**src/rtl/lpa_pkg.sv**
```systemverilog
package lpa_pkg;

  typedef enum logic [1:0] {
    SEL_CTRL  = 2'd0,
    SEL_ENT0  = 2'd1,
    SEL_ENT1  = 2'd2,
    SEL_NONE  = 2'd3
  } lpa_sel_e;

  localparam int RD_INH_EN_BIT = 31;
  localparam int EX_INH_EN_BIT = 30;
  localparam int LPA_EN_BIT    = 29;
  localparam int FRAME_SHIFT   = 6;
  localparam int WORD_KEEP     = 30;

  function automatic logic [63:0] ones_mask(input int unsigned nbits);
    logic [63:0] m;
    for (int i = 0; i < 64; i++) m[i] = (i < nbits);
    return m;
  endfunction

endpackage

```
**src/rtl/lpa_ctrl_reg.sv**
```systemverilog
module lpa_ctrl_reg #(
  parameter int          CTRL_W = 32,
  parameter logic [31:0] WMASK  = 32'hE000_0000
) (
  input  logic              clk,
  input  logic              rst,
  input  logic              we,
  input  logic [CTRL_W-1:0] wdata,
  output logic [CTRL_W-1:0] ctrl_next,
  output logic [CTRL_W-1:0] ctrl_q
);
  localparam logic [CTRL_W-1:0] WM = WMASK[CTRL_W-1:0];

  always_comb begin
    ctrl_next = ctrl_q;
    if (we) ctrl_next = (wdata & WM) | (ctrl_q & ~WM);
  end

  always_ff @(posedge clk) begin
    if (rst) ctrl_q <= '0;
    else     ctrl_q <= ctrl_next;
  end

  // bits outside the writable set never leave their reset value
  a_r2_fixed_bits: assert property (@(posedge clk) disable iff (rst)
    (ctrl_q & ~WM) == '0);

  // no strobe, no change
  a_r10_ctrl_hold: assert property (@(posedge clk) disable iff (rst)
    !we |=> $stable(ctrl_q));

endmodule

```
**src/rtl/lpa_mask_gen.sv**
```systemverilog
module lpa_mask_gen
  import lpa_pkg::*;
#(
  parameter int PA_MAX_BITS    = 40,
  parameter int PA_NARROW_BITS = 32
) (
  input  logic        clk,
  input  logic        rst,
  input  logic        cap,
  input  logic        lpa_en_next,
  output logic [63:0] mask_q
);
  localparam logic [63:0] WIDE   = ones_mask(PA_MAX_BITS);
  localparam logic [63:0] NARROW = ones_mask(PA_NARROW_BITS);

  logic wide_mode;
  assign wide_mode = cap & lpa_en_next;

  always_ff @(posedge clk) begin
    if (rst)            mask_q <= NARROW;
    else if (wide_mode) mask_q <= WIDE;
    else                mask_q <= NARROW;
  end

  // the mask is always one of the two legal widths
  a_r3_legal_width: assert property (@(posedge clk) disable iff (rst)
    (mask_q == WIDE) || (mask_q == NARROW));

endmodule

```
**src/rtl/lpa_entry_reg.sv**
```systemverilog
module lpa_entry_reg
  import lpa_pkg::*;
(
  input  logic        clk,
  input  logic        rst,
  input  logic        we,
  input  logic        dword,
  input  logic [63:0] wdata,
  input  logic [63:0] frame_keep,
  input  logic        rd_inh_en,
  input  logic        ex_inh_en,
  output logic [63:0] q
);
  localparam logic [63:0] WORD_LIMIT = ones_mask(WORD_KEEP);
  localparam logic [63:0] LOW62      = ones_mask(62);

  logic [63:0] keep;
  logic        rd_inh, ex_inh;
  logic [63:0] next_val;

  always_comb begin
    keep   = (dword ? frame_keep : (frame_keep & WORD_LIMIT)) & LOW62;
    rd_inh = (dword ? wdata[63] : wdata[31]) & rd_inh_en;
    ex_inh = (dword ? wdata[62] : wdata[30]) & ex_inh_en;
    next_val = (wdata & keep) | {rd_inh, ex_inh, 62'd0};
  end

  always_ff @(posedge clk) begin
    if (rst)     q <= '0;
    else if (we) q <= next_val;
  end

  // a 32-bit move leaves the middle bits zero
  a_r6_word_mid_zero: assert property (@(posedge clk) disable iff (rst)
    we && !dword |=> q[61:30] == '0);

  // disabled inhibit bits are stored as zero
  a_r7_rd_inh_gated: assert property (@(posedge clk) disable iff (rst)
    we && !rd_inh_en |=> !q[63]);
  a_r7_ex_inh_gated: assert property (@(posedge clk) disable iff (rst)
    we && !ex_inh_en |=> !q[62]);

  // register holds without a strobe
  a_r10_entry_hold: assert property (@(posedge clk) disable iff (rst)
    !we |=> $stable(q));

endmodule

```
**src/rtl/lpa_entrylo_ctrl.sv**
```systemverilog
module lpa_entrylo_ctrl
  import lpa_pkg::*;
#(
  parameter int          PA_MAX_BITS    = 40,
  parameter int          PA_NARROW_BITS = 32,
  parameter logic [31:0] CTRL_WMASK     = 32'hE000_0000,
  parameter int          N_ENTRY        = 2
) (
  input  logic        clk,
  input  logic        rst,
  input  logic        cap_lpa_i,
  input  logic        wr_en_i,
  input  logic [1:0]  wr_sel_i,
  input  logic        wr_dword_i,
  input  logic [63:0] wr_data_i,
  output logic [31:0] ctrl_q_o,
  output logic [63:0] entry0_q_o,
  output logic [63:0] entry1_q_o,
  output logic [63:0] pa_mask_o
);
  localparam logic [63:0] WIDE   = ones_mask(PA_MAX_BITS);
  localparam logic [63:0] NARROW = ones_mask(PA_NARROW_BITS);

  logic [31:0] ctrl_next, ctrl_q;
  logic [63:0] mask_q;
  logic [63:0] frame_keep;
  logic [63:0] ent_q [N_ENTRY];

  lpa_ctrl_reg #(.CTRL_W(32), .WMASK(CTRL_WMASK)) u_ctrl (
    .clk       (clk),
    .rst       (rst),
    .we        (wr_en_i && (wr_sel_i == SEL_CTRL)),
    .wdata     (wr_data_i[31:0]),
    .ctrl_next (ctrl_next),
    .ctrl_q    (ctrl_q)
  );

  lpa_mask_gen #(.PA_MAX_BITS(PA_MAX_BITS), .PA_NARROW_BITS(PA_NARROW_BITS)) u_mask (
    .clk         (clk),
    .rst         (rst),
    .cap         (cap_lpa_i),
    .lpa_en_next (ctrl_next[LPA_EN_BIT]),
    .mask_q      (mask_q)
  );

  assign frame_keep = mask_q >> FRAME_SHIFT;

  for (genvar g = 0; g < N_ENTRY; g++) begin : g_entry
    lpa_entry_reg u_ent (
      .clk        (clk),
      .rst        (rst),
      .we         (wr_en_i && (wr_sel_i == 2'(g + 1))),
      .dword      (wr_dword_i),
      .wdata      (wr_data_i),
      .frame_keep (frame_keep),
      .rd_inh_en  (ctrl_q[RD_INH_EN_BIT]),
      .ex_inh_en  (ctrl_q[EX_INH_EN_BIT]),
      .q          (ent_q[g])
    );
  end

  assign ctrl_q_o   = ctrl_q;
  assign entry0_q_o = ent_q[0];
  assign entry1_q_o = ent_q[1];
  assign pa_mask_o  = mask_q;

  // mask width tracks capability AND stored enable
  a_r3_mode_width: assert property (@(posedge clk) disable iff (rst)
    pa_mask_o == ((cap_lpa_i && ctrl_q[LPA_EN_BIT]) ? WIDE : NARROW));

  // the unused select touches nothing
  a_r9_none_ignored: assert property (@(posedge clk) disable iff (rst)
    wr_en_i && (wr_sel_i == SEL_NONE) |=>
      $stable(ctrl_q) && $stable(ent_q[0]) && $stable(ent_q[1]));

endmodule

```
**config.mk**
```make
export PLATFORM = sky130hd
export DESIGN_NAME = lpa_entrylo_ctrl
export DESIGN_NICKNAME = d
export VERILOG_FILES = /design/src/rtl/lpa_pkg.sv /design/src/rtl/lpa_ctrl_reg.sv /design/src/rtl/lpa_mask_gen.sv /design/src/rtl/lpa_entry_reg.sv /design/src/rtl/lpa_entrylo_ctrl.sv
export SDC_FILE = /design/constraint.sdc
export NUM_CORES = 1
export LEC_CHECK = 0
export ABC_AREA = 1
export BUFFER_PORTS_ARGS = -buffer_cell sky130_fd_sc_hd__buf_2
export CAP_MARGIN = 25
export CORE_MARGIN = 8
export CORE_UTILIZATION = 35
export CTS_BUF_LIST = sky130_fd_sc_hd__clkbuf_8
export CTS_CLUSTER_SIZE = 10
export DETAILED_ROUTE_END_ITERATION = 8
export PLACE_DENSITY_LB_ADDON = 0.05
export SLEW_MARGIN = 15
export SYNTH_ARGS = -nofsm -noshare
export SYNTH_HDL_FRONTEND = slang
export SYNTH_HIERARCHICAL = 1
export SYNTH_SLANG_ARGS = --single-unit
```
**constraint.sdc**
```tcl
create_clock -name clk -period 1.8 [get_ports clk]
set_clock_uncertainty 0.1 [all_clocks]
set_input_delay 0.27 -clock clk [delete_from_list [all_inputs] [get_ports clk]]
set_output_delay 0.27 -clock clk [all_outputs]
set_load 0.01 [all_outputs]
```
After elaboration in Yosys (flattened, before gate mapping)

Index checks and enable logic that the tools add are counted.

Input bits: 71
Memories kept: 0
Logic and storage cells: 22
ROM bits: 0
Output and inout bits: 224
Latch bits: 0
Register bits after elaboration: 224
Memory bits (writable): 0

Bitwise gates (word level): 6
Multipliers: 0
$lt $le $gt $ge: 0
Equality and inequality tests: 2
Add/sub/neg operators: 0
Shift-type cells: 0
Reduce and logical (&&, ||, !) cells: 4
Muxes and demuxes: 5
Divide/modulo/power cells: 0

Operators with widths:

| cell               | number |
|---|---|
| $and 64x58->64     | 1 |
| $or 64x64->64      | 1 |
| $mux 58            | 1 |
| $mux 40            | 1 |
| $or 32x29->32      | 1 |
| $mux 30            | 1 |
| $and 1x1->1        | 3 |
| $logic_and 1x1->1  | 3 |
| $eq 2x1->1 const B | 1 |
| $eq 2x2->1 const B | 1 |
| $logic_not 2->1    | 1 |
| $mux 1             | 2 |

Longest topological paths before layout

Gate-level depths: netlist (run 1).

Depth in word-level cells: 5
Mapped depth: 9

By module

Netlist (run 1), hierarchy kept.

Modules (own cells, without submodules):

| module           | times used | cells each | area each (um^2) | seq. area each (um^2) |
|---|---|---|---|---|
| lpa_entry_reg    | 2          | 291        | 2431.1           | 1281.2 |
| lpa_ctrl_reg     | 1          | 84         | 584.3            | 60.1 |
| lpa_mask_gen     | 1          | 68         | 510.5            | 20.0 |
| lpa_entrylo_ctrl | 1          | 8          | 30.0             | 0.0 |

Worst setup path after synthesis (run 1)

No wires, ideal clock.

Path kind: input to register
Start point: input wr_en_i
End point: register g_entry[0].u_ent.q[30]
Setup time: 0.070 ns
Data arrival time: 1.001 ns
Stages on the path: 6
Data required time: 1.630 ns
Slack: 0.629 ns
Cell sequence: nand2_1 > nor2_1 > buf_6 > buf_8 > nand4_1 > a21oi_1

Cells in the longest elaborated chain, start to end: 1

RTL lines:

| item                 | RTL line               | text |
|---|---|---|
| from (decl)          | lpa_entrylo_ctrl.sv:12 | `input logic wr_en_i,` |
| $logic_and 1x1->1    | lpa_entrylo_ctrl.sv:52 | `.we (wr_en_i && (wr_sel_i == 2'(g + 1))),` |
| to (signal assigned) | lpa_entry_reg.sv:30    | `else if (we) q <= next_val;` |
| to (decl)            | lpa_entry_reg.sv:12    | `output logic [63:0] q` |

Every way passes these cells.
A chain may end at the register's enable or synchronous reset.

Final worst setup path (run 1)

Start point: register u_mask.mask_q[38]
End point: output pa_mask_o[38]

RTL lines:

| item                   | RTL line               | text |
|---|---|---|
| from (decl)            | lpa_mask_gen.sv:11     | `output logic [63:0] mask_q` |
| from (signal assigned) | lpa_mask_gen.sv:20     | `if (rst) mask_q <= NARROW;` |
| from (signal assigned) | lpa_mask_gen.sv:21     | `else if (wide_mode) mask_q <= WIDE;` |
| from (signal assigned) | lpa_mask_gen.sv:22     | `else mask_q <= NARROW;` |
| to (decl)              | lpa_entrylo_ctrl.sv:19 | `output logic [63:0] pa_mask_o` |

No word-level cell between the ends.

==> run metrics, run 1 <==
Cell Int Power about 4.7 mW; Seq pwr share between 40% and 50%; Core ar. between 15000 and 20000 um^2; die extent in x between 100 and 150 um; share of cells above drive strength 1 between 20% and 30%; outcome complete, no violations; clock tree from TritonCTS yes; max_cap viols 0; Setup TNS 0 ns; P_sw between 1.5 and 2 mW; Tightest Hold Check Type in -> reg; Global Route Usage Sum between 10% and 20%; worst vdd ir between 0.0004 and 0.0005 V; WL/cell ~17 um; Remaining DRCs 0; Worst Tran Pin Value 0.521 ns; Cell Rows 47; Critical Path RT approximately 1.4 ns; startpoint types flop; power density over the cells ~880 nW/um^2; Crit Reg-Reg Startpoint u_mask/mask_q[38]$_SDFF_PP0_; drt total wl slightly below 20000 um; R2R Setup Slk between 0.7 and 0.8 ns; Die Height between 100 and 150 um; port bufs between 200 and 250; Cell Area, Synth 5760 um^2; critical path fanouts, max 24; Critical R2R Capture g_entry[0].u_ent/q[32]$_SDFFE_PP0P_; Clock Tree Buf Depth 2; antenna-violating nets left 0; Lkg Pwr 3.52 nW; H-tree depth 4; vias in the first global route ~5600; Initial Util between 30% and 40%; syn_area_per_cell about 8.1 um^2; crit path launch u_mask/mask_q[38]$_SDFF_PP0_; Vias about 5500; Crit. End Element output port; Vias/cell 4.69; Final min period between 1.5 and 2 ns; CTS Sinks approximately 130; post-detail-place hpwl 13800 um; largest net degree at the start of global routing between 60 and 70; CTS Buf Count 17; crit path kind reg -> out; relative slew slack around two thirds; post-CTS sizing 0; Routability Congestion around 0.80; Worst EP arrival 1.18 ns; Layout fillers ~1700; Final Net Count 1009; Area Overhead vs Synth 26.3%; Synthesis Warnings 6; Final Cell Area 7280 um^2; first-pass GRT wire length around 29000 um; Reg2Reg Depth 3; combinational share of power 11.8%; final setup fails 0; Max Fclk 0.643 GHz; Util after Layout between 40% and 50%; io pins approximately 300; Final Cycle Share 86.3%; Slew Limit Fails 0; Worst Setup EP pa_mask_o[38]; clock latency on the worst-skew pair about 0.43 ns; Final Total Pwr 6.42 mW; unrepaired setup endpoints after global routing false; Die ar. around 21000 um^2; grt total ovfl 0; 1st-iter DRT viols approximately 230; Synth Instances approximately 710; switching share of power between 20% and 30%; Worst-path clk slew about 0.07 ns; Clock Power Share 40.7%; DR pass1 iterations 4; Fin. Hold Viols 0; Placed Area 6520 um^2; initial antenna violation count 1; root buf cell clkbuf_8
[worst max-delay path, cell delays in order, from the launching register on]
cell     delay [ns]
dfxtp_1        0.31
buf_4          0.25
buf_2          0.18
[registers in the layout, summed over array words and instances, names as in the netlist]
signal / count
g_entry.u_ent/q: 128
u_mask/mask_q: 1
u_ctrl/ctrl_q: 3
[worst min-delay path by stage]
stage / from / to / slack [ns] / cells past startpoint
after detailed placement: g_entry[0].u_ent/q[60]$_SDFFE_PP0P_ / g_entry[0].u_ent/q[60]$_SDFFE_PP0P_ / 0.35 / 2
after global placement: g_entry[0].u_ent/q[52]$_SDFFE_PP0P_ / g_entry[0].u_ent/q[52]$_SDFFE_PP0P_ / 0.35 / 2
final: wr_data_i[30] / g_entry[1].u_ent/q[30]$_SDFFE_PP0P_ / 0.06 / 3
after CTS: wr_data_i[30] / g_entry[1].u_ent/q[30]$_SDFFE_PP0P_ / 0.02 / 3
after floorplan: rst / u_ctrl/ctrl_q[30]$_SDFF_PP0_ / 0.24 / 1
after global routing: wr_data_i[30] / g_entry[1].u_ent/q[30]$_SDFFE_PP0P_ / 0.03 / 3
[area by class of cell]
class                           count  area, um^2  area share, %
Multi-Input combinational cell    505        2320           31.9
Antenna cell                        1        2.50         0.0344
Clock buffer                       19         262           3.59
Inverter                           23        86.3           1.19
Clock inverter                     13         158           2.17
Tap cell                          220         275           3.78
Timing Repair Buffer              259        1530           21.0
Sequential cell                   132        2640           36.3
[stage by stage]
stage          hold slack (ns)  setup WS, ns  std cells
6_report                0.0577         0.246       1172
3_5_place_dp             0.354         0.346       1106
5_1_grt                 0.0314         0.168       1171
3_3_place_gp             0.350         0.350       1106
4_1_cts                 0.0160         0.197       1171
2_1_floorplan            0.237         0.629        800
[cells in the final DEF, fill, tap and decap left out, types with 19 or more instances in the layout]
cell,count
a21oi_1,128
dfxtp_1,132
nor2_1,63
nand2_1,85
buf_2,209
dlygate4sd3_1,33
nand4_1,64
inv_1,20
conb_1,93
o21ai_0,64
clkbuf_8,19
[per-layer routing]
| metal | vias up | wire [um] | global-route usage, % | part of all wire, % |
|---|---|---|---|---|
| li1 | 2693 | - | - | - |
| met1 | 2549 | 7520 | 19.6 | 39 |
| met2 | 231 | 9550 | 31.2 | 49 |
| met3 | 26 | 1910 | 6.01 | 9.8 |
| met4 | 2 | 398 | 7.83 | 2.1 |
| met5 | - | 9 | 0 | 0.046 |
[power by group through the flow]
stage | sequential, mW | combinational (mW) | clock, mW
global placement | 3.12 | 0.675 | 0
floorplan | 3.16 | 0.515 | 0
detailed placement | 3.12 | 0.679 | 0
global route | 3.06 | 0.837 | 2.83
finish | 3.05 | 0.757 | 2.61
CTS | 3.05 | 0.739 | 2.72
[timing repair]
| action | CTS | global route |
|---|---|---|
| endpoints found under the setup margin | 0 | 0 |
| hold buffers | 33 | 0 |
| buffers inserted | 0 | 0 |
| endpoints found under the hold margin | 63 | 0 |
No activity file was read; power rests on OpenSTA's default activity.
==> run 2: changes to the inputs <==
--- a/config.mk
+++ b/config.mk
@@ -10,7 +10,7 @@
 export CAP_MARGIN = 25
 export CORE_MARGIN = 8
 export CORE_UTILIZATION = 35
-export CTS_BUF_LIST = sky130_fd_sc_hd__clkbuf_8
+export CTS_BUF_LIST = sky130_fd_sc_hd__clkbuf_4 sky130_fd_sc_hd__clkbuf_8 sky130_fd_sc_hd__clkbuf_16
 export CTS_CLUSTER_SIZE = 10
 export DETAILED_ROUTE_END_ITERATION = 8
 export PLACE_DENSITY_LB_ADDON = 0.05
==> run metrics, run 2 (same netlist as run 1, synthesis figures left out) <==
final worst setup slack 0.274 ns (+0.0283 ns); share of cells above drive strength 1 28.8% (+0.97 points); Reg2Reg Depth 3 (unchanged); Final Cycle Share 84.8% (-1.6 points); startpoint types flop; Routability Congestion 0.802 (unchanged); Hold EP g_entry[0].u_ent/q[20]$_SDFFE_PP0P_; WL/cell 16.8 um (+1.6%); drt total wl 19200 um (-1.1%); power density over the cells 1020 nW/um^2 (+16%); largest net degree at the start of global routing 63 (unchanged); CTS Buf Count 17 (unchanged); relative slew slack 65.9% (+0.59 points); met3 GRT Util 5.98% (-0.033 points); Worst Tran Pin Value 0.512 ns (-0.00891 ns); post-detail-place hpwl 13800 um (unchanged); DR pass1 iterations 4 (unchanged); antenna-violating nets left 0 (unchanged); outcome complete, no violations; Remaining DRCs 0 (unchanged); port bufs 209 (unchanged); Worst EP arrival 1.16 ns (-0.02 ns); 1st-iter DRT viols 204 (-13%); crit path kind reg -> out; GR Util met2 30.7% (-0.47 points); Final min period 1.53 ns (-0.0283 ns); first-pass GRT wire length 28700 um (-1.6%); initial antenna violation count 1 (unchanged); die extent in x 144 um (unchanged); Largest regs g_entry.u_ent/q (128), u_ctrl/ctrl_q (3), u_mask/mask_q (1); Final Net Count 977 (-3.2%); post-CTS sizing 0 (unchanged); Critical Path RT 1.43 ns (about the same); critical path fanouts, max 24 (unchanged); GR peak layer met2; final setup fails 0 (unchanged); io pins 295 (unchanged); Post-Place Setup Slack 0.346 ns (unchanged); Top reg by flops g_entry.u_ent/q; Core ar. 16300 um^2 (unchanged); Tightest Hold Check Type in -> reg; Crit. End Element output port; WHS Path Cells 3 (unchanged); min-delay src wr_data_i[20]; Critical R2R Capture g_entry[0].u_ent/q[32]$_SDFFE_PP0P_; Clock Tree Buf Depth 2 (unchanged); Lkg Pwr 3.47 nW (-1.3%); Max Fclk 0.655 GHz (+1.9%); Vias/cell 4.71 (+0.38%); commonest non-fill, non-tap cells in the layout buf_2 (209), dfxtp_1 (132), a21oi_1 (128), conb_1 (93), nand2_1 (85); CTS Sinks 132 (unchanged); worst vdd ir 0.000590 V (+24%); max_cap viols 0 (unchanged); crit path launch u_mask/mask_q[38]$_SDFF_PP0_; grt total ovfl 0 (unchanged); root buf cell clkbuf_16; Initial Util 35.2% (unchanged); commonest non-fill, non-tap cell in the layout buf_2; Die ar. 20800 um^2 (unchanged); Vias 5371 (-2.4%); H-tree depth 4 (unchanged); Fin. Hold Viols 0 (unchanged); vias in the first global route 5386 (-3.3%); Area Overhead vs Synth 24.0%; Global Route Usage Sum 17.7% (-0.26 points); clock latency on the worst-skew pair 0.41 ns (-0.02 ns); Die Height 144 um (unchanged); R2R Setup Slk 0.74 ns (about the same); met1 usage 19.7% (about the same); Slew Limit Fails 0 (unchanged); Cell Rows 47 (unchanged); clock tree from TritonCTS yes; Crit Reg-Reg Startpoint u_mask/mask_q[38]$_SDFF_PP0_; unrepaired setup endpoints after global routing false; max reg flops 128 (unchanged); Setup TNS 0 ns (unchanged); Layout fillers 1741 (+1.5%); Worst-path clk slew 0.06 ns (about the same)
-- run 2: cell count changes in the layout (fill, tap and decap cells not counted) --
cell / change
dlygate4sd3_1: -32
clkbuf_16: +17
clkbuf_8: -17
-- run 2: power breakdown --
group / switching, mW / total, mW / internal, mW / leakage [nW]
Sequential: 0.0452 / 3.06 / 3.01 / 1.07
Combinational: 0.490 / 0.700 / 0.210 / 2.11
Clock: 1.29 / 3.54 / 2.24 / 0.291
Total: 1.83 / 7.30 / 5.47 / 3.47
-- run 2: worst max-delay path by stage --
| stage | endpoint | slack [ns] | cells after the start |
|---|---|---|---|
| floorplan | g_entry[0].u_ent/q[30]$_SDFFE_PP0P_ | 0.63 | 6 |
| global placement | g_entry[0].u_ent/q[32]$_SDFFE_PP0P_ | 0.35 | 6 |
| detailed placement | g_entry[0].u_ent/q[32]$_SDFFE_PP0P_ | 0.35 | 6 |
| CTS | pa_mask_o[33] | 0.25 | 2 |
| global route | pa_mask_o[36] | 0.22 | 2 |
| finish | pa_mask_o[38] | 0.27 | 2 |
-- run 2: cell type report --
type | count | area (um^2) | area share [%]
Sequential cell | 132 | 2640 | 37.0
Antenna cell | 1 | 2.50 | 0.0350
Clock inverter | 13 | 158 | 2.21
Clock buffer | 19 | 453 | 6.34
Timing Repair Buffer | 227 | 1210 | 16.9
Inverter | 23 | 86.3 | 1.21
Tap cell | 220 | 275 | 3.85
Multi-Input combinational cell | 505 | 2320 | 32.5
-- run 2: routing by layer --
metal  part of all wire [%]  vias to the layer above
met3                    9.4                       25
met1                     39                     2490
li1                       -                     2632
met5                  0.063                        -
met4                    1.8                        2
met2                     49                      222
-- run 2: through the flow --
stage	hold slack, ns	total power, mW	area (um^2)	utilization, %	cells
after floorplan	0.237	3.68	6100	-	800
after global placement	0.350	3.79	6520	39.9	1106
after detailed placement	0.354	3.80	6520	39.9	1106
after CTS	0.00472	7.38	7140	43.7	1139
after global routing	0.0217	7.61	7140	43.7	1139
final	0.0248	7.30	7150	43.7	1140
-- run 2: worst max-delay path, cell delays in order (launching register included) --
cell and delay [ns]:
dfxtp_1 0.30, buf_4 0.25, buf_2 0.19
-- run 2: timing repair --
action                                 4_1_cts  5_1_grt
endpoints found under the hold margin        1        0
hold buffers                                 1        0
buffers inserted                             0        0
==> run 3: changes to the inputs <==
==> constraint.sdc (replaced) <==
create_clock -name clk -period 1.28 [get_ports clk]
set_clock_uncertainty 0.1 [all_clocks]
set_input_delay 0.192 -clock clk [delete_from_list [all_inputs] [get_ports clk]]
set_output_delay 0.192 -clock clk [all_outputs]
set_load 0.01 [all_outputs]
==> run metrics, run 3 (same netlist as run 1, synthesis figures left out) <==
WHS Path Cells 3 (unchanged); Routability Congestion 0.839 (+4.5%); Lkg Pwr 3.66 nW (+5.4%); Clock Tree Buf Depth 2 (unchanged); failing checks setup timing; WL/cell 16.4 um (-2.5%); Worst EP arrival 1.00 ns (-0.16 ns); R2R Setup Slk 0.20 ns (-0.54 ns); Area Overhead vs Synth 31.2%; Final Net Count 1019 (+4.3%); Slew Limit Fails 0 (unchanged); root buf cell clkbuf_16; Vias/cell 4.66 (-1.1%); antenna cells 0 (-1); Critical R2R Capture g_entry[0].u_ent/q[33]$_SDFFE_PP0P_; Max Fclk approximately 0.78 GHz; commonest non-fill, non-tap cell in the layout buf_2; first-pass GRT wire length 29200 um (+1.9%); largest net degree at the start of global routing 39 (-38%); Crit. End Element output port; CTS Buf Count 17 (unchanged); Remaining DRCs 0 (unchanged); clock tree from TritonCTS yes; Clock Power Share 44.8% (-3.7 points); Hold EP g_entry[0].u_ent/q[31]$_SDFFE_PP0P_; worst vdd ir 0.000868 V (+47%); Die Height 144 um (unchanged); outcome finished with violations; final worst setup slack -0.0101 ns (-0.284 ns); Largest regs g_entry.u_ent/q (128), u_ctrl/ctrl_q (3), u_mask/mask_q (1); Critical Path RT 0.99 ns (-0.44 ns); H-tree depth 4 (unchanged); Initial Util 35.2% (unchanged); Reg2Reg Depth 4 (+1); switching share of power 25.1% (+0.042 points); combinational share of power 11.3% (+1.7 points); CTS Sinks 132 (unchanged); Post-Place Setup Slack -0.0196 ns (-0.365 ns); die extent in x 144 um (unchanged); Top reg by flops g_entry.u_ent/q; drt total wl 19300 um (+0.86%); P_sw 2.46 mW (+34%); Cell Rows 47 (unchanged); commonest non-fill, non-tap cells in the layout buf_2 (202), dfxtp_1 (129), a21oi_1 (128), conb_1 (93), nand2_1 (85); post-detail-place hpwl 14100 um (+1.7%); max_cap viols 0 (unchanged); io pins 295 (unchanged); DR pass1 iterations 5 (+1); crit path kind reg -> out; Cell Int Power 7.33 mW (+34%); Fin. Hold Viols 0 (unchanged); grt total ovfl 0 (unchanged); clock latency on the worst-skew pair 0.40 ns (about the same); final setup fails 8 (+8); Min Hold Slack 0.0320 ns (+0.00727 ns); initial antenna violation count 1 (unchanged); Global Route Usage Sum 18.0% (+0.30 points); power density over the cells 1300 nW/um^2 (+27%); antenna-violating nets left 0 (unchanged); Tightest Hold Check Type in -> reg; port bufs 209 (unchanged); Worst-path clk slew 0.05 ns (about the same); Vias 5495 (+2.3%); Seq pwr share 44.0% (+2.1 points); share of cells above drive strength 1 28.7% (-0.16 points); Final Cycle Share 101%; unrepaired setup endpoints after global routing true; Crit Reg-Reg Startpoint u_mask/mask_q[38]$_SDFF_PP0_; 1st-iter DRT viols 304 (+49%); min-delay src wr_data_i[31]; Core ar. 16300 um^2 (unchanged); max reg flops 128 (unchanged); Final min period approximately 1.3 ns; critical path fanouts, max 6 (-75%); Die ar. 20800 um^2 (unchanged); vias in the first global route 5516 (+2.4%); startpoint types flop
[run 3: worst max-delay path by stage]
| stage | slack (ns) | startpoint | cells after the start | to |
|---|---|---|---|---|
| floorplan | 0.19 | wr_en_i | 6 | g_entry[0].u_ent/q[30]$_SDFFE_PP0P_ |
| global placement | 0.05 | wr_sel_i[0] | 6 | g_entry[0].u_ent/q[33]$_SDFFE_PP0P_ |
| detailed placement | -0.02 | wr_sel_i[0] | 6 | g_entry[0].u_ent/q[33]$_SDFFE_PP0P_ |
| CTS | -0.03 | u_mask/mask_q[38]$_SDFF_PP0_ | 2 | pa_mask_o[35] |
| global route | -0.06 | u_mask/mask_q[38]$_SDFF_PP0_ | 2 | pa_mask_o[33] |
| finish | -0.01 | u_mask/mask_q[38]$_SDFF_PP0_ | 2 | pa_mask_o[33] |
[run 3: per-stage QoR]
stage	cell area, um^2	utilization, %	total power [mW]	cells	setup TNS, ns
2_1_floorplan	6100	-	5.17	800	0
3_3_place_gp	6610	40.5	5.36	1113	0
3_5_place_dp	6610	40.5	5.36	1113	-0.0196
4_1_cts	7560	46.2	9.90	1179	-0.229
5_1_grt	7560	46.2	10.3	1179	-0.488
6_report	7560	46.2	9.79	1179	-0.0431
[run 3: repair_timing]
item                       4_1_cts  5_1_grt
hold buffers                    34        0
gates cloned                     1        0
hold endpoints to repair        66        0
setup buffers                    1        0
gates resized for setup         12        1
setup endpoints to repair        9        9
[run 3: metal layers]
layer	global-route usage, %	part of all wire [%]	vias up
met2	31.4	49	230
met4	6.74	1.7	2
met3	6.97	11	25
met5	0	0.052	-
met1	19.5	38	2529
li1	-	-	2709
[run 3: critical path, cell delays in order, from the launching register on]
cell,delay (ns)
dfxtp_2,0.35
buf_6,0.14
buf_6,0.10
[run 3: layout make-up]
| class | count | area, um^2 |
|---|---|---|
| Timing Repair Buffer | 269 | 1700 |
| Clock inverter | 5 | 27.5 |
| Inverter | 23 | 86.3 |
| Multi-Input combinational cell | 505 | 2320 |
| Tap cell | 220 | 275 |
| Clock buffer | 25 | 504 |
| Fill cell | 1662 | 8790 |
| Sequential cell | 132 | 2650 |
[run 3: power groups by stage]
| stage | combinational (mW) | clock, mW | sequential (mW) |
|---|---|---|---|
| after floorplan | 0.725 | 0 | 4.45 |
| after global placement | 0.973 | 0 | 4.38 |
| after detailed placement | 0.975 | 0 | 4.39 |
| after CTS | 1.08 | 4.53 | 4.30 |
| after global routing | 1.22 | 4.73 | 4.31 |
| final | 1.10 | 4.39 | 4.30 |
